$ cat config.mk
export PLATFORM = sky130hd
export DESIGN_NAME = mbist_march
export DESIGN_NICKNAME = d
export VERILOG_FILES = /design/src/rtl/mbist_march.sv
export SDC_FILE = /design/constraint.sdc
export NUM_CORES = 1
export LEC_CHECK = 0
export BUFFER_PORTS_ARGS = -buffer_cell sky130_fd_sc_hd__buf_2
export CAP_MARGIN = 15
export CORE_MARGIN = 1.5
export CORE_UTILIZATION = 39
export DETAILED_ROUTE_END_ITERATION = 12
export GPL_TIMING_DRIVEN = 0
export PLACE_DENSITY_LB_ADDON = 0.12
export SLEW_MARGIN = 20
export SYNTH_ARGS = -nofsm -noshare
export SYNTH_HDL_FRONTEND = slang
export SYNTH_SLANG_ARGS = --single-unit
$ cat constraint.sdc
create_clock -name clk -period 3.2 [get_ports clk]
set_input_delay 0.16 -clock clk [delete_from_list [all_inputs] [get_ports clk]]
set_output_delay 0.16 -clock clk [all_outputs]
set_load 0.1 [all_outputs]
$ cat src/rtl/mbist_march.sv
module mbist_march #(
  parameter int AW         = 6,
  parameter int DW         = 8,
  parameter int COL_BITS   = 3,
  parameter int PROG_DEPTH = 8,
  parameter int PAUSE_W    = 16,
  parameter int CNT_W      = 8
) (
  input  logic                  clk,
  input  logic                  rst_n,
  input  logic                  start,
  input  logic [PAUSE_W-1:0]    pause_len,
  input  logic                  prog_we,
  input  logic [((PROG_DEPTH>1)?$clog2(PROG_DEPTH):1)-1:0] prog_addr,
  input  logic [10:0]           prog_data,
  input  logic                  stall,
  output logic                  busy,
  output logic                  done,
  output logic                  pass,
  output logic                  fail_valid,
  output logic [AW-1:0]         fail_addr,
  output logic [DW-1:0]         fail_data,
  output logic [DW-1:0]         fail_expected,
  output logic [CNT_W-1:0]      fail_count,
  output logic                  mem_en,
  output logic                  mem_we,
  output logic [AW-1:0]         mem_addr,
  output logic [DW-1:0]         mem_wdata,
  input  logic [DW-1:0]         mem_rdata
);
  localparam int PCW = (PROG_DEPTH > 1) ? $clog2(PROG_DEPTH) : 1;
  localparam int IW  = 11;
  localparam logic [AW-1:0]    ADDR_TOP = {AW{1'b1}};
  localparam logic [CNT_W-1:0] CNT_MAX  = {CNT_W{1'b1}};
  localparam logic [PCW-1:0]   PC_LAST  = PCW'(PROG_DEPTH - 1);

  typedef enum logic [2:0] {S_IDLE, S_FETCH, S_OPS, S_PAUSE, S_FLUSH, S_DONE} state_t;

  function automatic logic [IW-1:0] boot_entry(input int i);
    case (i)
      0: return {1'b1, 1'b0, 2'd1, 1'b0, 1'b0, 1'b0, 1'b0, 2'd0, 1'b0};
      1: return {1'b1, 1'b0, 2'd2, 1'b1, 1'b0, 1'b0, 1'b1, 2'd0, 1'b0};
      2: return {1'b1, 1'b0, 2'd2, 1'b1, 1'b1, 1'b0, 1'b0, 2'd0, 1'b0};
      3: return {1'b1, 1'b1, 2'd2, 1'b1, 1'b0, 1'b0, 1'b1, 2'd0, 1'b0};
      4: return {1'b1, 1'b1, 2'd2, 1'b1, 1'b1, 1'b0, 1'b0, 2'd0, 1'b0};
      5: return {1'b1, 1'b0, 2'd1, 1'b1, 1'b0, 1'b0, 1'b0, 2'd0, 1'b0};
      default: return '0;
    endcase
  endfunction

  function automatic logic [DW-1:0] pattern(input logic [AW-1:0] a, input logic d,
                                            input logic [1:0] bg);
    logic inv;
    case (bg)
      2'd0:    inv = 1'b0;
      2'd1:    inv = a[COL_BITS] ^ a[0];
      2'd2:    inv = a[COL_BITS];
      default: inv = a[0];
    endcase
    return {DW{d ^ inv}};
  endfunction

  logic [IW-1:0]      prog [PROG_DEPTH];
  state_t             st;
  logic [PCW-1:0]     pc;
  logic [AW-1:0]      addr;
  logic               opi;
  logic [PAUSE_W-1:0] pcnt;
  logic               any_fail;

  logic               rd_pend;
  logic [AW-1:0]      rd_addr;
  logic [DW-1:0]      rd_exp;

  logic [1:0]         qcnt;
  logic [AW-1:0]      q0_addr, q1_addr;
  logic [DW-1:0]      q0_data, q1_data, q0_exp, q1_exp;

  logic [IW-1:0] ins;
  assign ins = prog[pc];

  wire       i_valid = ins[10];
  wire       i_down  = ins[9];
  wire [1:0] i_cnt   = ins[8:7];
  wire       i_rd0   = ins[6];
  wire       i_d0    = ins[5];
  wire       i_rd1   = ins[4];
  wire       i_d1    = ins[3];
  wire [1:0] i_bg    = ins[2:1];
  wire       i_pause = ins[0];

  wire cur_rd     = opi ? i_rd1 : i_rd0;
  wire cur_d      = opi ? i_d1  : i_d0;
  wire last_addr  = i_down ? (addr == '0) : (addr == ADDR_TOP);
  wire last_entry = (pc == PC_LAST);
  wire idle_like  = (st == S_IDLE) || (st == S_DONE);
  wire go         = start && idle_like;

  wire [DW-1:0] cur_pat = pattern(addr, cur_d, i_bg);

  wire room  = (qcnt == 2'd0) || ((qcnt == 2'd1) && !rd_pend);
  wire issue = (st == S_OPS) && !stall && room;

  assign mem_en    = issue;
  assign mem_we    = issue && !cur_rd;
  assign mem_addr  = addr;
  assign mem_wdata = cur_pat;

  assign busy = !idle_like;
  assign done = (st == S_DONE);
  assign pass = done && !any_fail;

  wire cmp_fail = rd_pend && (mem_rdata != rd_exp);
  wire pop      = (qcnt != 2'd0) && !stall;
  wire [1:0] q_after_pop = qcnt - {1'b0, pop};

  assign fail_valid    = (qcnt != 2'd0);
  assign fail_addr     = q0_addr;
  assign fail_data     = q0_data;
  assign fail_expected = q0_exp;

  always_ff @(posedge clk or negedge rst_n) begin
    if (!rst_n) begin
      for (int i = 0; i < PROG_DEPTH; i++) prog[i] <= boot_entry(i);
    end else if (prog_we && idle_like) begin
      prog[prog_addr] <= prog_data;
    end
  end

  always_ff @(posedge clk or negedge rst_n) begin
    if (!rst_n) begin
      st   <= S_IDLE;
      pc   <= '0;
      addr <= '0;
      opi  <= 1'b0;
      pcnt <= '0;
    end else begin
      case (st)
        S_IDLE, S_DONE: begin
          if (start) begin
            st <= S_FETCH;
            pc <= '0;
          end
        end
        S_FETCH: begin
          if (!i_valid) st <= S_FLUSH;
          else if (i_pause) begin
            pcnt <= pause_len;
            st   <= S_PAUSE;
          end else if (i_cnt == 2'd0) begin
            if (last_entry) st <= S_FLUSH;
            else pc <= pc + 1'b1;
          end else begin
            addr <= i_down ? ADDR_TOP : '0;
            opi  <= 1'b0;
            st   <= S_OPS;
          end
        end
        S_OPS: begin
          if (issue) begin
            if (i_cnt[1] && !opi) opi <= 1'b1;
            else begin
              opi <= 1'b0;
              if (last_addr) begin
                if (last_entry) st <= S_FLUSH;
                else begin
                  pc <= pc + 1'b1;
                  st <= S_FETCH;
                end
              end else begin
                addr <= i_down ? addr - 1'b1 : addr + 1'b1;
              end
            end
          end
        end
        S_PAUSE: begin
          if (!stall) begin
            if (pcnt == '0) begin
              if (last_entry) st <= S_FLUSH;
              else begin
                pc <= pc + 1'b1;
                st <= S_FETCH;
              end
            end else begin
              pcnt <= pcnt - 1'b1;
            end
          end
        end
        S_FLUSH: begin
          if (!rd_pend && qcnt == 2'd0) st <= S_DONE;
        end
        default: st <= S_IDLE;
      endcase
    end
  end

  always_ff @(posedge clk or negedge rst_n) begin
    if (!rst_n) begin
      rd_pend <= 1'b0;
      rd_addr <= '0;
      rd_exp  <= '0;
    end else begin
      rd_pend <= issue && cur_rd;
      if (issue && cur_rd) begin
        rd_addr <= addr;
        rd_exp  <= cur_pat;
      end
    end
  end

  always_ff @(posedge clk or negedge rst_n) begin
    if (!rst_n) begin
      qcnt    <= 2'd0;
      q0_addr <= '0;
      q0_data <= '0;
      q0_exp  <= '0;
      q1_addr <= '0;
      q1_data <= '0;
      q1_exp  <= '0;
    end else begin
      if (pop) begin
        q0_addr <= q1_addr;
        q0_data <= q1_data;
        q0_exp  <= q1_exp;
      end
      if (cmp_fail) begin
        if (q_after_pop == 2'd0) begin
          q0_addr <= rd_addr;
          q0_data <= mem_rdata;
          q0_exp  <= rd_exp;
        end else begin
          q1_addr <= rd_addr;
          q1_data <= mem_rdata;
          q1_exp  <= rd_exp;
        end
      end
      qcnt <= q_after_pop + {1'b0, cmp_fail};
    end
  end

  always_ff @(posedge clk or negedge rst_n) begin
    if (!rst_n) begin
      fail_count <= '0;
      any_fail   <= 1'b0;
    end else if (go) begin
      fail_count <= '0;
      any_fail   <= 1'b0;
    end else if (cmp_fail) begin
      any_fail <= 1'b1;
      if (fail_count != CNT_MAX) fail_count <= fail_count + 1'b1;
    end
  end

  p_idle_quiet_r11: assert property (@(posedge clk) disable iff (!rst_n)
    !busy |-> !mem_en);

  p_done_drained_r11: assert property (@(posedge clk) disable iff (!rst_n)
    done |-> !fail_valid);

  p_rec_hold_r9: assert property (@(posedge clk) disable iff (!rst_n)
    (fail_valid && stall) |=> (fail_valid && $stable(fail_addr)
                               && $stable(fail_data) && $stable(fail_expected)));

  p_no_op_stall_r9: assert property (@(posedge clk) disable iff (!rst_n)
    stall |-> !mem_en);

  p_count_sat_r7: assert property (@(posedge clk) disable iff (!rst_n)
    (fail_count == CNT_MAX && !start) |=> (fail_count == CNT_MAX));

  p_pass_clean_r7: assert property (@(posedge clk) disable iff (!rst_n)
    pass |-> (fail_count == '0));

  p_rec_mismatch_r6: assert property (@(posedge clk) disable iff (!rst_n)
    fail_valid |-> (fail_data != fail_expected));
endmodule

==> flow_metrics.py, run 1 <==
metrics = {
    "run_status": {
        "status": "completed",
    },
    "clock_network": {
        "cts_root_buf": "clkbuf_16",
        "clkTransAtPathRegs_ns": 0.07,
        "clkLatencyLatePin_ns": 0.43,
        "cts_inserted_buffers": 17,
        "cts.sinks": 173,
        "clockBufferDepth": 2,
        "cts_tree": "done",
        "cts-htree-levels": 4,
    },
    "synthesis": {
        "ys_types": 65,
        "synth_area_um2": 8600,
        "netlist_instances": 729,
        "syn_nets": 784,
        "yosys_register_bits": 173,
        "synth_edf_count": 0,
        "ys.flop_type": "dfrtp_1",
        "synth_warnings": 0,
        "async_reset_ff_frac": 1.00,
        "yosysSeqAreaShare": 0.506,
        "avgSynthCellArea_um2": 11.8,
    },
    "power": {
        "power.share.sequential": 0.283,
        "power_switching_uw": 5220,
        "internal-power_uw": 6290,
        "power.density_nw_per_um2": 1110,
        "power_frac_clock": 0.180,
        "switching_share": 0.453,
        "ir_drop_v": 0.000929,
        "p_leak_uw": 0.00482,
        "pwr-share-comb": 0.537,
    },
    "timing": {
        "hold-worst-slack_ns": 0.0239,
        "tightest_slew_ns": 0.861,
        "rsz0062_at_grt": "no",
        "clock_skew_ns": 0.0134,
        "max_slew_margin": 0.426,
        "timing.final.ws_setup_ns": 0.164,
        "finalSetupViolations": 0,
        "hold_violations": 0,
        "fin_crit_sh": 0.949,
        "min_period_ns": 3.04,
        "drv_slew": 0,
        "clock.fmax_mhz": 329,
    },
    "route": {
        "wl_mm": 20.4,
        "drc": 0,
        "wl_per_cell_um": 17.7,
        "dr.first_iter.drc_count": 299,
        "routed_via_density": 5.24,
        "vias": 6038,
        "ant_nets": 0,
        "drt_pass1_iterations": 4,
    },
    "setup_path": {
        "reg2reg_slack_ns": 0.22,
        "timing.rr.start": "st[2]$_DFFE_PN0P_",
        "worst_setup_path_end_kind": "primary output",
        "crit_type": "reg -> out",
        "reg2reg_depth": 7,
        "worstPathArrival_ns": 2.88,
        "timing.rr.end": "prog[46]$_DFFE_PN0P_",
        "required_ns": 3.04,
        "start_kind": "flop",
        "critPathMaxFanout": 10,
    },
    "placement": {
        "place_hpwl_mm": 14.2,
        "portBuffers": 92,
        "dp.cells": 1102,
        "gp_congestion": 0.814,
        "pre_cts_ws_ns": -0.152,
    },
    "floorplan": {
        "die_h_um": 152,
        "rows": 54,
        "start_util": 0.396,
        "die_area_um2": 23000,
        "io_pins": 93,
        "die_w_um": 152,
        "core_um2": 21800,
    },
    "worst_hold_path": {
        "hold_path.class": "in -> reg",
        "holdPathEnd": "pcnt[3]$_DFFE_PN0P_",
        "hold_depth": 3,
        "hp-start": "pause_len[3]",
    },
    "global_routing": {
        "grt_antenna_before_repair": 0,
        "grt_pass1_wl_mm": 32.7,
        "grt_max_degree": 102,
        "track_usage": 0.186,
        "grt_pass1_vias": 6183,
        "overflow": 0,
    },
    "final_layout": {
        "antennaDiodeCount": 0,
        "area_delta_synth_final_pct": 21.0,
        "finish.utilization": 0.478,
        "multi_input_area_um2": 4050,
        "finalNonFillerCells": 1152,
        "num-nets-final": 914,
        "ff_latch_area_um2": 4360,
        "fillers": 1957,
        "drive_above_1_share": 0.375,
    },
    "run": {
        "maxCapViolCount": 0,
    },
}
==> critical path, stage by stage (launching register included) <==
cell and delay (ns):
dfrtp_1 0.35, buf_4 0.17, buf_8 0.18, buf_8 0.17, mux4_2 0.32, mux2i_2 0.20, mux2i_1 0.24, a22oi_2 0.06
buf_4 0.18, xnor2_4 0.21, buf_4 0.14, buf_6 0.21
==> final cells by class <==
cell class                 instances  share of cell area
buffer                            43              0.0249
clock buffer                      18              0.0412
clock inverter                    14              0.0154
inverter                          19             0.00685
multi-input combinational        495               0.389
sequential                       173               0.419
tap                              280              0.0337
timing repair buffer             110              0.0703
==> kinds of logic after synthesis <==
group,synth area share
mux,0.238
xor+xnor,0.0143
flops,0.506
compound gates,0.0939
fa+ha+maj,0.0183
simple gates,0.0964
buf+inv,0.0330
==> power groups by stage <==
stage                     logic (µW)  registers [µW]  clock network [µW]
after floorplan                 4000            3740                   0
final                           6180            3260                2080
after global placement          5430            3240                   0
after detailed placement        5540            3290                   0
after global routing            6560            3340                2240
after CTS                       6100            3250                2140
==> metal layers <==
metal  GRT usage  routed length (µm)  vias up
li1            -                   -     2890
met1       0.241                9410     3023
met2       0.317               10000      109
met3      0.0404                 783       16
met4      0.0476                 207        0
met5           0                   0        -
==> worst max path at each step <==
stage,from,endpoint,cells after the start
after floorplan,pc[0]$_DFFE_PN0P_,mem_wdata[1],8
after global placement,rst_n,prog[14]$_DFFE_PN0P_,1
after detailed placement,pc[1]$_DFFE_PN0P_,mem_addr[5]$_DFFE_PN0P_,13
after CTS,pc[0]$_DFFE_PN0P_,mem_wdata[7],10
after global routing,pc[2]$_DFFE_PN0P_,mem_wdata[1],12
final,pc[2]$_DFFE_PN0P_,mem_wdata[1],11
==> stage by stage <==
step | TNS [ns] | area (µm²) | total power, µW
floorplan | 0 | 8620 | 7750
global placement | -95.13 | 9430 | 8680
detailed placement | -0.441 | 9470 | 8830
CTS | 0 | 10300 | 11500
global route | 0 | 10400 | 12100
finish | 0 | 10400 | 11500
==> Yosys cell counts, types with 5 or more instances <==
cell	n	area, µm²
a22oi_1	7	52.6
buf_2	8	40.0
nor2b_1	5	31.3
nor3_1	16	80.1
a21oi_1	27	135
nand2b_1	5	31.3
inv_1	18	67.6
mux2i_1	40	400
ha_1	11	138
buf_4	9	67.6
nand4_1	7	43.8
nor2_1	49	184
o2bb2ai_1	10	87.6
mux4_2	13	293
dfrtp_1	150	3750
xor2_1	8	70.1
dfstp_2	23	604
nand3_1	12	60.1
o21ai_0	41	205
nand2_1	54	203
xnor2_1	6	52.6
mux2_2	113	1270
or3_1	6	37.5
clkbuf_1	21	78.8
==> sequential cells by signal (all words and copies together), names as in the netlist <==
register	flops
fail_addr	6
any_fail	1
rd_addr	6
rd_pend	1
st	3
prog	88
opi	1
pc	3
rd_exp	1
qcnt	2
q1_addr	6
q1_exp	1
fail_count	8
fail_expected	8
mem_addr	6
q1_data	8
fail_data	8
pcnt	16
==> timing repair <==
item                       CTS  global route
gates resized for setup     38            17
hold endpoints to repair    82             0
hold buffers                11             0
setup endpoints to repair   16            26
pin swaps                    2             2
cloned                       1             0
setup buffers                2             4
==> cells in the final DEF, fill, tap and decap left out, types with 11 or more instances in the layout <==
cell type / instances
nand3_1: 12
mux2i_1: 38
clkbuf_1: 18
mux2_2: 113
clkbuf_16: 17
nor3_1: 16
dfstp_2: 23
buf_4: 15
inv_1: 17
ha_1: 11
a21oi_1: 26
nor2_1: 48
o21ai_0: 41
nand2_1: 54
dfrtp_1: 149
dlygate4sd3_1: 11
buf_2: 89
mux4_2: 13
Note: power is estimated with default switching activity, not from simulation.
==> run 2, diff against run 1 <==
Settings changed: CORE_UTILIZATION 39 to 50.
==> flow_metrics.py, run 2 (synthesis results as in run 1) <==
metrics = {
    "final_layout": {
        "stdcell_area_um2": 10400,
        "final_cell_mix": "dfrtp_1 (150), mux2_2 (113), buf_2 (89)",
        "top_register": "prog",
        "num-nets-final": 914,
        "antennaDiodeCount": 0,
        "fillers": 1371,
        "finish.utilization": 0.620,
        "area_delta_synth_final_pct": 20.4,
        "top_regs": "prog: 88 flops, pcnt: 16 flops",
        "largest_reg_flops": 88,
        "drive_above_1_share": 0.373,
        "layout_commonest_cell": "dfrtp_1",
    },
    "power": {
        "pwr-share-comb": 0.540,
        "internal-power_uw": 6460,
        "finalPower_uw": 11600,
        "power_frac_clock": 0.180,
        "p_leak_uw": 0.00486,
        "power.share.sequential": 0.280,
        "switching_share": 0.445,
        "ir_drop_v": 0.000979,
        "power.density_nw_per_um2": 1120,
        "power_switching_uw": 5180,
    },
    "timing": {
        "finalSetupViolations": 0,
        "hold-worst-slack_ns": 0.0197,
        "rsz0062_at_grt": "yes",
        "min_period_ns": 3.05,
        "clock_skew_ns": 0.0100,
        "clock.fmax_mhz": 328,
        "timing.final.ws_setup_ns": 0.151,
        "drv_slew": 0,
        "hold_violations": 0,
        "fin_crit_sh": 0.953,
        "max_slew_margin": 0.441,
        "tightest_slew_ns": 0.838,
    },
    "clock_network": {
        "clkLatencyLatePin_ns": 0.43,
        "cts-htree-levels": 4,
        "clockBufferDepth": 2,
        "clkTransAtPathRegs_ns": 0.07,
        "cts.sinks": 173,
        "cts_root_buf": "clkbuf_16",
        "cts_tree": "done",
        "cts_inserted_buffers": 17,
    },
    "floorplan": {
        "io_pins": 93,
        "start_util": 0.515,
        "die_h_um": 134,
        "rows": 47,
        "die_area_um2": 18000,
        "core_um2": 16700,
        "die_w_um": 134,
    },
    "route": {
        "ant_nets": 0,
        "dr.first_iter.drc_count": 374,
        "wl_mm": 19.5,
        "routed_via_density": 5.65,
        "drt_pass1_iterations": 7,
        "vias": 6166,
        "drc": 0,
        "wl_per_cell_um": 17.9,
    },
    "setup_path": {
        "worst_setup_path_end_kind": "primary output",
        "crit_type": "reg -> out",
        "start_kind": "flop",
        "required_ns": 3.04,
        "critPathMaxFanout": 10,
        "worstPathArrival_ns": 2.89,
    },
    "global_routing": {
        "grt_antenna_before_repair": 0,
        "grt_pass1_wl_mm": 32.6,
        "grt_max_degree": 104,
        "overflow": 0,
        "track_usage": 0.231,
        "grt_pass1_vias": 6373,
    },
    "run_status": {
        "status": "completed",
    },
    "placement": {
        "pre_cts_ws_ns": -0.0748,
        "place_hpwl_mm": 13.5,
        "portBuffers": 92,
        "gp_congestion": 0.851,
        "postPlaceCellArea_um2": 9400,
    },
    "worst_hold_path": {
        "hold_path.class": "in -> reg",
    },
    "run": {
        "maxCapViolCount": 0,
    },
}
==> run 2: cell type report <==
cell class,instances,area [µm²],area share
clock buffers,20,467,0.0451
flip-flops and latches,173,4360,0.421
inverters,19,71.3,0.00688
well taps,220,275,0.0266
clock inverters,12,135,0.0130
multi-input cells,495,4040,0.390
repair buffers,110,767,0.0740
plain buffers,43,244,0.0236
==> run 2: power by group through the flow <==
stage / Sequential (µW) / Combinational [µW] / Clock [µW]
after floorplan: 3740 / 4000 / 0
after global placement: 3240 / 5380 / 0
after detailed placement: 3290 / 5490 / 0
after CTS: 3250 / 6040 / 2140
after global routing: 3340 / 6680 / 2250
final: 3260 / 6290 / 2100
==> run 2: worst max-delay path, cell delays in order (launching register included) <==
cell and delay [ns]:
dfrtp_1 0.36, buf_4 0.17, buf_6 0.19, buf_6 0.18, mux4_2 0.32, mux2i_2 0.21
mux2i_1 0.24, a22oi_2 0.08, buf_4 0.17, xnor2_4 0.22, buf_4 0.16, buf_12 0.16
==> run 2: final timing paths <==
check / startpoint / endpoint / slack (ns) / cells after the start
min: pause_len[3] / pcnt[3]$_DFFE_PN0P_ / 0.02 / 3
max: pc[2]$_DFFE_PN0P_ / mem_wdata[2] / 0.15 / 11
min in group asynchronous: rst_n / pcnt[6]$_DFFE_PN0P_ / 0.25 / 2
min reg2reg: rd_addr[4]$_DFFE_PN0P_ / fail_addr[4]$_DFF_PN0_ / 0.50 / 2
max in group asynchronous: rst_n / prog[60]$_DFFE_PN1P_ / 2.03 / 3
max reg2reg: pc[2]$_DFFE_PN0P_ / mem_addr[5]$_DFFE_PN0P_ / 0.17 / 14
==> run 2: through the flow <==
| stage | setup TNS (ns) | instances |
|---|---|---|
| after floorplan | 0 | 729 |
| after global placement | -82.03 | 1041 |
| after detailed placement | -0.225 | 1042 |
| after CTS | 0 | 1090 |
| after global routing | -0.162 | 1092 |
| final | 0 | 1092 |
==> run 2: per-layer routing <==
| metal | vias to the layer above | global-route usage | share of wire |
|---|---|---|---|
| met1 | 3124 | 0.306 | 0.45 |
| met4 | 0 | 0.0741 | 0.011 |
| met5 | - | 0 | 0 |
| met2 | 138 | 0.387 | 0.50 |
| li1 | 2887 | - | - |
| met3 | 17 | 0.0438 | 0.042 |
==> run 2: repair_timing <==
action                                 CTS  global route
resized for setup                       32            21
setup endpoints to repair                9            23
pin swaps                                2             0
endpoints found under the hold margin   82             0
gates cloned                             1             0
setup buffers                            3             2
hold buffers                            12             0
